--- config.mk ---
export PLATFORM = sky130hd
export DESIGN_NAME = seg_rules
export DESIGN_NICKNAME = d
export VERILOG_FILES = /design/src/rtl/seg_chk_pkg.sv /design/src/rtl/seg_rules.sv
export SDC_FILE = /design/constraint.sdc
export NUM_CORES = 1
export LEC_CHECK = 0
export ABC_AREA = 1
export BUFFER_PORTS_ARGS = -buffer_cell sky130_fd_sc_hd__buf_2
export CAP_MARGIN = 20
export CORE_MARGIN = 3
export CORE_UTILIZATION = 53
export DETAILED_ROUTE_END_ITERATION = 7
export PLACE_DENSITY = 0.94
export SLEW_MARGIN = 0
export SYNTH_ARGS = -nofsm -noshare
export SYNTH_HDL_FRONTEND = slang
export SYNTH_SLANG_ARGS = --single-unit
--- constraint.sdc ---
create_clock -name vclk -period 5.1
set_clock_uncertainty 0.15 [all_clocks]
set_input_delay 0.255 -clock vclk [all_inputs]
set_output_delay 0.255 -clock vclk [all_outputs]
set_load 0.01 [all_outputs]
--- src/rtl/seg_chk_pkg.sv ---
package seg_chk_pkg;

  typedef enum logic [2:0] {
    ST_IDLE, ST_RD0, ST_RD1, ST_RD2, ST_EVAL, ST_WB
  } ld_state_e;

  typedef struct packed {
    logic       present;
    logic [1:0] dpl;
    logic       seg_kind;   // 1 = code/data segment, 0 = system
    logic       is_code;
    logic       conf_xd;    // conforming (code) or expand-down (data)
    logic       rd_wr;      // readable (code) or writable (data)
    logic       accessed;
  } rights_t;

  function automatic logic [1:0] f_pmax(input logic [1:0] a, input logic [1:0] b);
    return (a > b) ? a : b;
  endfunction

  // Byte offset of the entry plus 7 must stay within the table limit.
  function automatic logic f_entry_fits(input logic [15:0] sel, input logic [15:0] tlim);
    return {1'b0, sel[15:3], 3'b111} <= {1'b0, tlim};
  endfunction

  function automatic logic [15:0] f_sel_err(input logic [15:0] sel, input logic ext);
    return {sel[15:2], 1'b0, ext};
  endfunction

  // Limit rule for an access of size bytes at off.
  function automatic logic f_span_bad(input rights_t r, input logic [15:0] off,
                                      input logic [15:0] size, input logic [15:0] lim);
    logic [16:0] tot;
    logic [16:0] last;
    tot  = {1'b0, off} + {1'b0, size};
    last = tot - 17'd1;
    if (tot == 17'd0) return 1'b0;
    if (r.is_code || !r.conf_xd) return last > {1'b0, lim};
    return (off <= lim) || (last > 17'h0FFFF);
  endfunction

endpackage

--- src/rtl/seg_rules.sv ---
module seg_rules #(
  parameter logic [7:0] STACK_VEC = 8'd12,
  parameter logic [7:0] NP_VEC    = 8'd11
) (
  input  logic        is_stack,
  input  logic [15:0] sel,
  input  logic [1:0]  cpl,
  input  logic        ext,
  input  logic [7:0]  given_vec,
  input  logic [7:0]  rights,
  input  logic [15:0] lim,
  input  logic [15:0] off,
  input  logic [15:0] size,
  output logic        type_bad,
  output logic        priv_bad,
  output logic        pres_bad,
  output logic        span_bad,
  output logic        flt,
  output logic [7:0]  vec,
  output logic [15:0] err
);
  import seg_chk_pkg::*;

  rights_t    r;
  logic [1:0] rpl;
  logic [15:0] sel_err;

  assign r       = rights_t'(rights);
  assign rpl     = sel[1:0];
  assign sel_err = f_sel_err(sel, ext);

  assign type_bad = !r.seg_kind ||
                    (is_stack ? (r.is_code || !r.rd_wr) : (r.is_code && !r.rd_wr));
  assign priv_bad = is_stack ? ((r.dpl != cpl) || (rpl != cpl))
                             : (!(r.is_code && r.conf_xd) && (r.dpl < f_pmax(cpl, rpl)));
  assign pres_bad = !r.present;
  assign span_bad = f_span_bad(r, off, size, lim);

  always_comb begin
    flt = 1'b1;
    vec = given_vec;
    err = sel_err;
    if (type_bad || priv_bad) begin
      vec = given_vec;
    end else if (pres_bad) begin
      vec = is_stack ? STACK_VEC : NP_VEC;
    end else if (span_bad) begin
      vec = is_stack ? STACK_VEC : given_vec;
      err = is_stack ? {15'd0, ext} : sel_err;
    end else begin
      flt = 1'b0;
    end
  end

endmodule

==> impl_metrics.tcl, run 1 <==
set metrics [dict create \
    status "complete, no violations" \
    worst_slew_pin_slew_ns 0.5378 \
    drcViolationCount 0 \
    die_w_um 82.95 \
    syn_area_per_cell_um2 5.726 \
    hold_buffers 0 \
    synth_area_leaders "ha_1, nand2_1, inv_1, nand3_1, nand2_2" \
    nNetsFinal 797 \
    crit_type "in -> out" \
    totalNegativeSetupSlack_ns 0 \
    yosysTopAreaCell "ha_1" \
    cp-start-kind "primary input" \
    crit_path_end_kind "output pin" \
    critPathRequiredTime_ns 4.70 \
    timing.fmax_mhz 212.0 \
    grt_pass1_vias 3914 \
    synth_top_cell_area_share_pct 21.53 \
    die_area_mm2 0.006880 \
    syn_inst 548 \
    place_area_mm2 0.003747 \
    drive_above_1_share_pct 29.42 \
    core.rowCount 27 \
    vias_per_cell 5.398 \
    yosysWarnings 0 \
    dp_hpwl_mm 8.543 \
    clockBufferCount 0 \
    diodes 0 \
    min_period_over_period_pct 92.48 \
    leakage_nw 2.348 \
    ff_latch_area_um2 0 \
    core_region_area_mm2 0.005608 \
    die_h_um 82.95 \
    drt_wl_total_mm 9.495 \
    final_common_cell "nand2_1" \
    vias 3930 \
    antenna_found_initial 0 \
    wl_per_cell_um 13.04 \
    hold_viol 0 \
    mostFrequentLayoutCells "nand2_1, buf_2, inv_1" \
    drt_pass1_iterations 5 \
    gp_congestion 1.080 \
    fin_area_mm2 0.003780 \
    start_util_pct 55.96 \
    ir_drop_mv 0.06663 \
    slew_violations 0 \
    grt_pass1_wl_mm 15.69 \
    critPathMaxFanout 10 \
    port_buffers 109 \
    grt_use_total_pct 26.08 \
    critPathMaxStageDelay_ns 0.40 \
    synth.distinct_cells 43 \
    powerDensity_mw_per_mm2 125.9 \
    cp_slowest_cell "fa_1" \
    seq_cells 0 \
    syn-cell-area_mm2 0.003138 \
    io_pins 113 \
    ys_seq_area_share_pct 0 \
    rsz0062_at_grt "false" \
    slew_headroom_pct 64.02 \
    drt_iter0_markers 220 \
    crit_top_cell "nand2_1" \
    min_period_ns 4.716 \
    final_antenna_net_count 0 \
    setup_viol 0 \
    n_fill_cell 506 \
    grt-ovfl-total 0 \
    synth_fp_nets 687 \
    syn2layout_area_growth_pct 20.45 \
    worstPathArrival_ns 4.31 \
    max-cap-violations 0 \
    hp-class "in -> out" \
    grt_max_degree 15 \
]
critical path, delay by kind of cell:
| kind | cells | cell delay, ns |
|---|---|---|
| and+or+nand+nor | 18 | 1.91 |
| AOI/OAI and AO/OA | 4 | 0.54 |
| buffers and inverters | 7 | 0.67 |
| adders and majority gates | 3 | 0.92 |
metrics by stage:
step	setup slack, ns	hold slack [ns]	util, %	power [mW]	std cells
after floorplan	1.076	0.4187	-	0.3378	548
after global placement	0.4568	0.3601	66.82	0.4427	726
after detailed placement	0.2750	0.3601	66.82	0.4660	726
after CTS	0.2577	0.3601	66.82	0.4679	726
after global routing	0.03094	0.3600	67.40	0.5340	728
final	0.3837	0.3601	67.40	0.4759	728
synthesized netlist by cell type (all sizes together) (2+ instances only):
cell	n
nand2	186
inv	115
ha	54
nor2	51
nand3	50
a21oi	25
nand4	16
o21ai	10
nor3	8
nand3b	6
a21boi	5
buf	3
a211oi	2
a21o	2
xor2	2
final timing paths:
path | start | end | slack, ns | depth (start not counted)
max | off[0] | err[3] | 0.38 | 32
min | ext | err[0] | 0.36 | 0
repair_timing:
item,CTS,global route
endpoints found under the setup margin,0,20
resized for setup,0,3
setup buffers,0,2
kinds of logic (layout without fill, tap and decap cells):
group / after synthesis / in the layout / share of synthesized area [%]
and+or+nand+nor: 319 / 319 / 51.71
buffers and inverters: 118 / 226 / 14.67
adders and majority gates: 55 / 55 / 22.17
AOI/OAI and AO/OA: 52 / 52 / 10.49
xor gates and xnor gates: 3 / 3 / 0.8375
other: 1 / 1 / 0.1195
where the power goes:
part / switching, mW / internal (mW)
sequential: 0 / 0
clock: 0 / 0
combinational: 0.302 / 0.174
total: 0.302 / 0.174
layout make-up:
type / count / area (um^2) / share of cell area [%]
tap: 72 / 90.09 / 2.383
timing repair buffer: 111 / 573.1 / 15.16
inverter: 115 / 434.2 / 11.49
multi-input combinational: 430 / 2683 / 70.97
metal layers:
metal / GRT usage, % / part of all wire (%)
met1: 26.40 / 37
met2: 53.06 / 51
met3: 2.579 / 7.7
met4: 10.55 / 4.4
met5: 0 / 0
Power figures use the tool's default switching activity.
==> run 2: changes to the inputs <==
Settings changed: PLACE_DENSITY 0.94 to 0.87.
==> impl_metrics.tcl, run 2 (synthesis results as in run 1) <==
set metrics [dict create \
    grt_pass1_wl_mm 15.73 \
    totalNegativeSetupSlack_ns 0 \
    timing.hold.ws_ns 0.3601 \
    hold_start "ext" \
    syn2layout_area_growth_pct 20.37 \
    crit_start "off[0]" \
    mostFrequentLayoutCells "nand2_1, buf_2, inv_1" \
    vias 3828 \
    die_h_um 82.95 \
    min_period_ns 4.601 \
    crit_type "in -> out" \
    drive_above_1_share_pct 29.47 \
    hold_viol 0 \
    port_buffers 109 \
    final_common_cell "nand2_1" \
    worstPathArrival_ns 4.20 \
    ir_drop_mv 0.07799 \
    cp-start-kind "primary input" \
    drt_wl_total_mm 9.195 \
    hold_buffers 0 \
    dp_hpwl_mm 8.363 \
    die_w_um 82.95 \
    nNetsFinal 796 \
    endpoint "vec[0]" \
    ff_latch_area_um2 0 \
    crit_top_cell "nand2_1" \
    crit_path_end_kind "output pin" \
    status "complete, no violations" \
    critPathRequiredTime_ns 4.70 \
    final_antenna_net_count 0 \
    rsz0062_at_grt "false" \
    slew_headroom_pct 61.01 \
    seq_cells 0 \
    setup_viol 0 \
    core.rowCount 27 \
    start_util_pct 55.96 \
    drcViolationCount 0 \
    die_area_mm2 0.006880 \
    io_pins 113 \
    cp_slowest_cell "fa_1" \
    core_region_area_mm2 0.005608 \
    drt_pass1_iterations 6 \
    slew_violations 0 \
    wl_per_cell_um 12.65 \
    powerDensity_mw_per_mm2 124.7 \
    gp_congestion 0.9194 \
    hp-class "in -> out" \
    clockBufferCount 0 \
    grt_pass1_vias 3645 \
    diodes 0 \
    min_period_over_period_pct 90.22 \
    max-cap-violations 0 \
    antenna_found_initial 0 \
    leakage_nw 2.346 \
    timing.fmax_mhz 217.3 \
    worst_slew_pin_slew_ns 0.5827 \
    grt_use_total_pct 26.10 \
    critPathMaxStageDelay_ns 0.38 \
    grt-ovfl-total 0 \
    vias_per_cell 5.265 \
    drt_iter0_markers 220 \
    critPathMaxFanout 8 \
    grt_max_degree 15 \
]
run 2: routing by layer:
layer,global-route usage (%),vias to the layer above,wire (um)
li1,-,1969,-
met5,0,-,0
met1,29.67,1713,3766
met4,4.012,0,197
met2,52.99,128,4801
met3,1.687,18,429
run 2: area by class of cell:
cell class,count,area (um^2)
well taps,72,90.09
fillers,534,1831
repair buffers,110,565.5
multi-input cells,430,2688
inverters,115,434.2
run 2: critical path, delay by kind of cell:
kind | cells | cell delay (ns)
fa+ha+maj | 3 | 0.83
simple gates | 20 | 2.00
buf+inv | 5 | 0.49
compound gates | 4 | 0.61
run 2: worst min-delay path by stage:
stage / end / cells after the start / slack (ns)
5_1_grt: err[0] / 0 / 0.36
3_3_place_gp: err[0] / 0 / 0.36
4_1_cts: err[0] / 0 / 0.36
2_1_floorplan: pres_bad / 1 / 0.42
6_report: err[0] / 0 / 0.36
3_5_place_dp: err[0] / 0 / 0.36
run 2: stage by stage:
step	setup WS, ns	utilization (%)	total power, mW	area, um^2	std cells
finish	0.4990	67.36	0.4712	3777	727
detailed placement	0.2784	66.82	0.4628	3747	726
CTS	0.2775	66.82	0.4646	3747	726
global placement	0.4350	66.82	0.4430	3747	726
global route	0.02517	67.36	0.5340	3777	727
floorplan	1.076	-	0.3378	3138	548
run 2: power breakdown:
group	internal (mW)	switching, mW	total (mW)
Combinational	0.174	0.297	0.471
Clock	0	0	0
Sequential	0	0	0
Total	0.174	0.297	0.471
run 2: timing repair:
action,in CTS,in global routing
resized for setup,0,4
endpoints found under the setup margin,0,20
buffers inserted,0,1
